`src/rtl/ssm_pkg.sv`:
```
package ssm_pkg;
   typedef enum logic {
      SPREAD_NARROW = 1'b0,
      SPREAD_WIDE   = 1'b1
   } spread_e;

   // offsets are expressed in hundredths of a percent
   localparam int SSM_UNITS_PER_PCT = 100;
endpackage

```
`src/rtl/ssm_level_sync.sv`:
```
module ssm_level_sync #(
   parameter int STAGES  = 2,
   parameter bit RST_VAL = 1'b0
) (
   input  logic clk,
   input  logic rst_n,
   input  logic d,
   output logic q
);
   generate
      if (STAGES > 8) begin : g_bad_stages
         $error("ssm_level_sync: STAGES must be 0..8");
      end
      if (STAGES == 0) begin : g_bypass
         assign q = d;
      end else begin : g_chain
         logic [STAGES-1:0] chain;
         always_ff @(posedge clk or negedge rst_n) begin
            if (!rst_n) chain <= {STAGES{RST_VAL}};
            else        chain <= (chain << 1) | STAGES'(d);
         end
         assign q = chain[STAGES-1];
      end
   endgenerate
endmodule

```
`src/rtl/ssm_blank_timer.sv`:
```
module ssm_blank_timer #(
   parameter int HOLD = 32800
) (
   input  logic clk,
   input  logic rst_n,
   input  logic level,
   output logic blank
);
   localparam int CW = $clog2(HOLD + 1);
   localparam logic [CW-1:0] HOLD_C = CW'(HOLD);

   generate
      if (HOLD < 1) begin : g_bad_hold
         $error("ssm_blank_timer: HOLD must be at least 1");
      end
   endgenerate

   logic          prev_lvl;
   logic          load;
   logic [CW-1:0] cnt;

   assign load  = level ^ prev_lvl;
   assign blank = (cnt != '0);

   always_ff @(posedge clk or negedge rst_n) begin
      if (!rst_n) begin
         prev_lvl <= 1'b0;
         cnt      <= '0;
      end else begin
         prev_lvl <= level;
         if (load)             cnt <= HOLD_C;
         else if (cnt != '0)   cnt <= cnt - CW'(1);
      end
   end

   assert_blank_follows_change_R5 : assert property (
      @(posedge clk) disable iff (!rst_n) load |=> blank);

   assert_no_spurious_blank_R6 : assert property (
      @(posedge clk) disable iff (!rst_n) (!blank && !load) |=> !blank);

   assert_blank_ends_without_change_R7 : assert property (
      @(posedge clk) disable iff (!rst_n) $fell(blank) |-> !$past(load));
endmodule

```
`src/rtl/ssm_tri_profile.sv`:
```
module ssm_tri_profile #(
   parameter int PERIOD      = 1024,
   parameter int OFS_W       = 12,
   parameter int WIDE_PPTT   = 400,
   parameter int NARROW_PPTT = 200
) (
   input  logic                    clk,
   input  logic                    rst_n,
   input  logic                    run_en,
   input  logic                    wide_sel,
   output logic signed [OFS_W-1:0] offset
);
   localparam int PH_W    = $clog2(PERIOD);
   localparam int QUARTER = PERIOD / 4;
   localparam int PW      = OFS_W + PH_W + 2;
   localparam int STEP    = (WIDE_PPTT + QUARTER - 1) / QUARTER;

   localparam logic [PH_W-1:0]          Q1_P     = PH_W'(QUARTER);
   localparam logic [PH_W-1:0]          HALF_P   = PH_W'(2 * QUARTER);
   localparam logic [PH_W-1:0]          Q3_P     = PH_W'(3 * QUARTER);
   localparam logic signed [PH_W:0]     HALF_S   = (PH_W+1)'(2 * QUARTER);
   localparam logic signed [PH_W:0]     PERIOD_S = (PH_W+1)'(PERIOD);
   localparam logic signed [PW-1:0]     QTR_S    = PW'(QUARTER);
   localparam logic signed [OFS_W-1:0]  WIDE_S   = OFS_W'(WIDE_PPTT);
   localparam logic signed [OFS_W-1:0]  NARROW_S = OFS_W'(NARROW_PPTT);
   localparam logic signed [OFS_W-1:0]  STEP_S   = OFS_W'(STEP);

   generate
      if ((PERIOD < 8) || ((PERIOD & (PERIOD - 1)) != 0)) begin : g_bad_period
         $error("ssm_tri_profile: PERIOD must be a power of two >= 8");
      end
      if ((WIDE_PPTT >= (1 << (OFS_W - 1))) || (NARROW_PPTT > WIDE_PPTT)) begin : g_bad_depth
         $error("ssm_tri_profile: depths must fit OFS_W and NARROW <= WIDE");
      end
   endgenerate

   logic [PH_W-1:0]          phase;
   logic signed [OFS_W-1:0]  active_depth;
   logic signed [OFS_W-1:0]  pending_depth;
   logic signed [PH_W:0]     shape;
   logic signed [PW-1:0]     product;
   logic signed [OFS_W-1:0]  scaled;
   logic                     at_zero;

   assign pending_depth = wide_sel ? WIDE_S : NARROW_S;
   assign at_zero       = (phase == '0) || (phase == HALF_P);

   always_comb begin
      if (phase < Q1_P)      shape = $signed({1'b0, phase});
      else if (phase < Q3_P) shape = HALF_S - $signed({1'b0, phase});
      else                   shape = $signed({1'b0, phase}) - PERIOD_S;
      product = PW'(active_depth) * PW'(shape);
      scaled  = OFS_W'(product / QTR_S);
   end

   always_ff @(posedge clk or negedge rst_n) begin
      if (!rst_n) begin
         phase        <= '0;
         active_depth <= NARROW_S;
         offset       <= '0;
      end else begin
         phase  <= run_en ? phase + PH_W'(1) : '0;
         offset <= run_en ? scaled : '0;
         if (!run_en || at_zero) active_depth <= pending_depth;
      end
   end

   assert_idle_offset_zero_R2 : assert property (
      @(posedge clk) disable iff (!rst_n) !run_en |=> (offset == '0));

   assert_offset_in_range_R4 : assert property (
      @(posedge clk) disable iff (!rst_n) (offset <= WIDE_S) && (offset >= -WIDE_S));

   assert_slew_limited_R8 : assert property (
      @(posedge clk) disable iff (!rst_n)
      run_en |=> ((offset - $past(offset)) <= STEP_S) && ((offset - $past(offset)) >= -STEP_S));

   assert_depth_swap_at_zero_R8 : assert property (
      @(posedge clk) disable iff (!rst_n) !$stable(active_depth) |-> (offset == '0));
endmodule

```
`src/rtl/ssm_profile_gen.sv`:
```
module ssm_profile_gen
   import ssm_pkg::*;
#(
   parameter int PERIOD      = 1024,
   parameter int OFS_W       = 12,
   parameter int WIDE_PPTT   = 4 * SSM_UNITS_PER_PCT,
   parameter int NARROW_PPTT = 2 * SSM_UNITS_PER_PCT,
   parameter int BLANK_CYC   = 32800,
   parameter int SYNC_STAGES = 2
) (
   input  logic                    clk,
   input  logic                    rst_n,
   input  logic                    spread_wide_i,
   input  logic                    run_en_i,
   output logic signed [OFS_W-1:0] freq_offset_o,
   output logic                    blank_o
);
   logic    sel_sync;
   spread_e depth_req;

   ssm_level_sync #(
      .STAGES  (SYNC_STAGES),
      .RST_VAL (1'b0)
   ) u_sel_sync (
      .clk   (clk),
      .rst_n (rst_n),
      .d     (spread_wide_i),
      .q     (sel_sync)
   );

   assign depth_req = sel_sync ? SPREAD_WIDE : SPREAD_NARROW;

   ssm_blank_timer #(
      .HOLD (BLANK_CYC)
   ) u_blank (
      .clk   (clk),
      .rst_n (rst_n),
      .level (sel_sync),
      .blank (blank_o)
   );

   ssm_tri_profile #(
      .PERIOD      (PERIOD),
      .OFS_W       (OFS_W),
      .WIDE_PPTT   (WIDE_PPTT),
      .NARROW_PPTT (NARROW_PPTT)
   ) u_profile (
      .clk      (clk),
      .rst_n    (rst_n),
      .run_en   (run_en_i),
      .wide_sel (depth_req == SPREAD_WIDE),
      .offset   (freq_offset_o)
   );
endmodule

```
`config.mk`:
```
export PLATFORM = sky130hd
export DESIGN_NAME = ssm_profile_gen
export DESIGN_NICKNAME = d
export VERILOG_FILES = /design/src/rtl/ssm_pkg.sv /design/src/rtl/ssm_level_sync.sv /design/src/rtl/ssm_blank_timer.sv /design/src/rtl/ssm_tri_profile.sv /design/src/rtl/ssm_profile_gen.sv
export SDC_FILE = /design/constraint.sdc
export NUM_CORES = 1
export LEC_CHECK = 0
export CAP_MARGIN = 30
export CORE_ASPECT_RATIO = 2
export CORE_UTILIZATION = 44
export DETAILED_ROUTE_END_ITERATION = 10
export GPL_ROUTABILITY_DRIVEN = 1
export SLEW_MARGIN = 0
export SYNTH_ARGS = -nofsm -noshare
export SYNTH_HDL_FRONTEND = slang
export SYNTH_HIERARCHICAL = 1
export SYNTH_SLANG_ARGS = --single-unit
```
`constraint.sdc`:
```
create_clock -name clk -period 8.5 [get_ports clk]
set_input_delay 1.7 -clock clk [delete_from_list [all_inputs] [get_ports clk]]
set_output_delay 1.7 -clock clk [all_outputs]
set_load 0.02 [all_outputs]
```
Word-level counts from Yosys, hierarchy flattened --
Index checks and enable logic that the tools add are counted.
Cells by class: multiplexer cells 8, divide/modulo/power cells 0, shifts and indexed selects 0, reductions and logical operators 7, add/sub/neg operators 5, multipliers 1, equality and inequality tests 1, bitwise logic cells 3, order comparisons 2
Operator list (count):
- 16-bit two-way mux | 2
- 11-bit two-way mux | 2
- 10-bit by 11-bit multiplier with 21-bit output | 1
- 16-bit nonzero test | 1
- 16-bit by 1-bit subtractor with 16-bit output, second input constant | 1
- 12-bit by 1-bit adder with 12-bit output | 1
- 12-bit two-way mux | 1
- 10-bit by 10-bit subtractor with 11-bit output, first input constant | 1
- 11-bit subtractor, second input constant | 1
- 10-bit by 1-bit adder with 10-bit output, second input constant | 1
- 10-bit == test, second input constant | 1
- 10-bit zero test | 1
- 10-bit less-than comparator, second input constant | 1
- 10-bit by 9-bit less-than comparator with 1-bit output, second input constant | 1
- 10-bit two-way mux | 1
- 9-bit two-way mux | 1
- 8-bit OR reduction | 1
- 1-bit logical OR | 2
- 2-bit by 1-bit bitwise OR with 2-bit output | 1
- 2-bit nonzero test | 1
- 1-bit bitwise AND | 1
- 1-bit zero test | 1
- 1-bit two-way mux | 1
- 1-bit bitwise XOR | 1
Storage, ports and cells: memory bits (writable) 0, memory bits (read-only) 0, logic and storage cells 33, bits in latches 0, register bits 50, memories 0, input port bits 4, output and inout bits 13

Depth between registers and ports, before layout --
word-level depth 8, gate-level depth with buffers 28, mapped depth without buffers 27

Hierarchy --
Netlist, hierarchy kept.
Modules (own cells, without submodules):
- ssm_tri_profile | seq. area each 601.8 µm², area an instance 3814.9 µm², cells an instance 402, times used 1
- ssm_blank_timer | seq. area each 425.4 µm², area an instance 987.2 µm², cells an instance 101, times used 1
- ssm_level_sync | seq. area each 50.0 µm², area an instance 50.0 µm², cells an instance 2, times used 1

Worst setup path before layout --
Ideal clock, no wire load.
path kind flip-flop to flip-flop, start register u_profile.phase[2], end register u_profile.offset[9], cell stages (with the launch flop) 29, clock period less this slack 6.269 ns, library setup time 0.079 ns, slack 2.231 ns, path buffers 3, data arrival time 6.189 ns, data required time 8.421 ns, cell sequence dfrtp_1 > clkbuf_1 > nor2_1 > nand2_1 > nor3_1 > nand3b_1 > and2_1 > nand2_1 > inv_1 > ha_1 > fa_1 > fa_1 > fa_1 > ha_1 > ha_1 > buf_2 > and3_1 > clkbuf_1 > nand2_1 > a21oi_1 > o41ai_2 > o21ai_0 > xnor2_1 > nor2_1 > ha_1 > and3_1 > o21ai_1 > or4_1 > a21oi_1
On the way: longest elaborated chain between the ends 8, elaborated cells between the ends (all ways) 11, classes of those cells add/sub (3); mul (1); order compare (2); mux (3); bitwise (1); reduce/logical (1)
Ends and longest elaborated chain:
- from (decl) | RTL line ssm_tri_profile.sv:37 | logic [PH_W-1:0] phase;
- from (signal assigned) | RTL line ssm_tri_profile.sv:62 | phase <= run_en ? phase + PH_W'(1) : '0;
- 11-bit subtractor (tied with other cells) | RTL line ssm_tri_profile.sv:51 | else shape = $signed({1'b0, phase}) - PERIOD_S;
- 11-bit two-way mux | RTL line ssm_tri_profile.sv:50 | else if (phase < Q3_P) shape = HALF_S - $signed({1'b0, phase});
- 11-bit two-way mux (*) | RTL line ssm_tri_profile.sv:49 | if (phase < Q1_P) shape = $signed({1'b0, phase});
- 10-bit by 11-bit multiplier with 21-bit output (*) | RTL line ssm_tri_profile.sv:52 | product = PW'(active_depth) * PW'(shape);
- 8-bit OR reduction (no source line)
- 1-bit bitwise AND (no source line)
- 12-bit by 1-bit adder with 12-bit output (no source line) (*)
- 12-bit two-way mux (*) | RTL line ssm_tri_profile.sv:63 | offset <= run_en ? scaled : '0;
- to (signal assigned) | RTL line ssm_tri_profile.sv:63
- to (decl) | RTL line ssm_tri_profile.sv:11 | output logic signed [OFS_W-1:0] offset
Mark *: on every way between the ends. The rest lies on a longest branch, timed or not. A chain may end at the register's enable or synchronous reset.

Worst setup path in the final report --
start register u_profile.phase[0], end register u_profile.offset[9]
The elaborated chain is that of the path after synthesis.

==> results by group <==
Global route
  – Grt ovf: 0
  – First-pass GRT wire length: 17,700 um
  – Vias in the first global route: 3,878
  – Initial antenna violation count: 0
  – Gr usage total: 19.4%
  – Largest net degree at the start of global routing: 28

Setup path
  – Crit-path leading delay family: adder cells
  – Type of origin of the critical path: flop
  – Cell mode on critical path: ha_1
  – Critical-path maximum fanout: 10
  – CP bufs+invs: 2
  – CP endpoint kind: flop
  – Worst EP required: 8700 ps
  – Critical-path top delay cell: fa_1
  – Kind of critical path: reg -> reg
  – WP data arrival: 7050 ps
  – Largest stage delay on the critical path: 520 ps

Detailed routing
  – Routed len/inst: 15.8 um
  – Routed vias: 3,640
  – WL met3: 114 um
  – Drt drc: 0
  – Routed Antenna Nets: 0
  – Drt total wl: 10,300 um
  – First-pass DRT Iterations: 5
  – Met2 WL: 6000 um
  – Top routing layer in use: met4
  – Vias/cell: 5.58
  – Metal-1 WL: 3940 um
  – Number of DRC markers in iteration 0: 99

Place
  – Final HPWL DP: 8600 um
  – Placed cell count: 644
  – PortBufs: 16
  – GP Congestion: 0.863
  – Place WS: 1670 ps

STA
  – Hold Fails Final Rpt: 0
  – Setup TNS: 0 ps
  – Fin crit period: 6860 ps
  – Worst Tran Pin Value: 1010 ps
  – Final Max Tran Viols: 0
  – Highest Clock Rate: 146 MHz
  – Max_slew headroom: 32.6%
  – Setup WS post-layout: 1640 ps
  – RSZ-0062 raised after global routing: no
  – Final period util: 80.6%
  – Setup Skew: 2.45 ps
  – Final setup viols: 0
  – Hold slack: 352 ps

Clock tree
  – CTS tree: done
  – CTS Buf Count: 5
  – Post-cts sizing count: 0
  – Hold Buf Count CTS: 0
  – Root Buffer: clkbuf_16
  – Post-CTS setup buffers: 0
  – Reg clk slew, reported paths: 60 ps
  – CTS sink cnt: 43
  – Htree depth: 2
  – Skew-Pair Late Insertion Delay: 280 ps
  – Clk buf depth: 2

Final layout
  – Fillers: 1,030
  – Fraction of layout cells with a size suffix above 1: 5.83%
  – Final nets: 628
  – Antenna Diode Count: 0
  – P&R area growth vs syn: 8.95%
  – Final Non-Filler Cells: 652

Power
  – Pwr dens: 121 nW/um^2
  – Peak VDD IR: 0.0731 mV
  – Overall power: 638 uW
  – Pleak: 2.89 nW

Logic synthesis
  – Post-Syn Area: 4850 sq um
  – Asr flop ratio synth: 100%
  – Number of flops mapped to enable cells by yosys: 0
  – Mean post-synth cell area: 9.61 sq um
  – Sequential area share after synthesis: 22.2%
  – #FFs+latches synth: 43
  – Synth top area share: 21.7%
  – Largest area contributor in the netlist: dfrtp_1
  – Yosys Warn Count: 6
  – Syn Nets: 619
  – Synth area leaders: dfrtp_1 (22%), ha_1 (19%), fa_1 (14%)
  – Synthesized instance count: 505
  – Synth cell types: 67
  – Synth Flop Type: dfrtp_1

Floorplan
  – Initial Util: 45.7%
  – Die X: 76.3 um
  – Site Rows: 53
  – I/O Pins: 17
  – Full die area: 11,500 sq um
  – Die height: 151 um
  – Core region area: 10,600 sq um

Worst hold path
  – Worst hold-check path type: reg -> reg

Run status
  – Outcome: completed

Job
  – Max cap viols: 0
[worst paths after layout]
kind	endpoint	depth (start not counted)	slack, ps	start
worst max-delay path	u_profile/offset[9]	26	1640	u_profile/phase[0]
worst min-delay path	u_sel_sync/g_chain.chain[1]	0	350	u_sel_sync/g_chain.chain[0]
worst max register to register	u_profile/offset[9]	26	1640	u_profile/phase[0]
worst min register to register	u_sel_sync/g_chain.chain[1]	0	350	u_sel_sync/g_chain.chain[0]
max in group asynchronous	u_profile/active_depth[6]	2	6600	rst_n
min in group asynchronous	u_profile/offset[9]	1	1340	rst_n
[where the power goes]
part	internal, mW	switching (mW)	leakage [nW]
Combinational	0.0703	0.106	2.24
Clock	0.125	0.0769	0.0772
Sequential	0.227	0.0331	0.569
[area by class of cell]
cell class	count	area, sq um	share of cell area [%]
clock buffers	8	156	2.96
repair buffers	17	175	3.31
well taps	137	171	3.24
flip-flops and latches	43	1080	20.4
multi-input cells	401	3530	66.8
inverters	46	173	3.27
[per-layer routing]
layer / track usage (%) / vias up
met2: 39.3 / 45
met5: 0 / -
met1: 19.5 / 1781
met3: 1.27 / 22
li1: - / 1792
met4: 9.13 / 0
[registers in the layout, summed over array words and instances, names as in the netlist]
register,cells
u_blank/cnt,16
u_blank/prev_lvl,1
u_profile/active_depth,2
u_profile/offset,12
u_profile/phase,10
u_sel_sync/g_chain.chain,2
[cell families after synthesis]
family,synth area share [%]
flops,22.2
mux,1.24
compound gates,11.8
fa+ha+maj,33.8
buf+inv,4.98
simple gates,18.8
xor+xnor,7.22
[synth_stat cells (7+ instances only)]
cell and instances:
nand3_1 11, dfrtp_1 42, xor2_1 13, nand2_1 18, o21ai_0 8, inv_1 45
ha_1 75, clkbuf_1 9, nor2_1 62, and3_1 9, nor3_1 9, a21oi_1 19
and2_1 7, o31ai_1 7, fa_1 35, xnor2_1 27
[placed cells by master, fill, tap and decap left out, drive strengths merged, types with 2 or more instances in the layout]
cell           synthesis  routed
and3                   9       9
nand4                  8       8
nor3                  12      12
nor3b                  3       3
xor2                  13      13
a31oi                  6       6
nand2                 19      19
ha                    75      75
o31ai                  7       7
buf                    6       2
o41ai                  3       3
nor2b                  4       4
clkdlybuf4s50          0      15
a21o                   6       6
or4                    6       6
nand3b                 3       3
nor2                  63      63
dfrtp                 42      42
nand4b                 2       2
a31o                   3       3
or2                    3       3
and2                   8       8
nor4                   4       4
o21a                   3       3
a41o                   3       3
a211oi                 2       2
o21ai                 10      10
fa                    35      35
nand3                 11      11
inv                   45      45
a21oi                 19      19
mux2i                  6       6
xnor2                 27      27
o2111ai                2       2
or3                    5       5
clkbuf                 9       8
nand2b                 4       4
o211ai                 5       5
[metrics by stage]
| step | area, sq um | util (%) |
|---|---|---|
| after floorplan | 4850 | - |
| after global placement | 5110 | 48.2 |
| after detailed placement | 5130 | 48.3 |
| after CTS | 5290 | 49.8 |
| after global routing | 5290 | 49.8 |
| final | 5290 | 49.8 |
No activity file was read; power rests on OpenSTA's default activity.
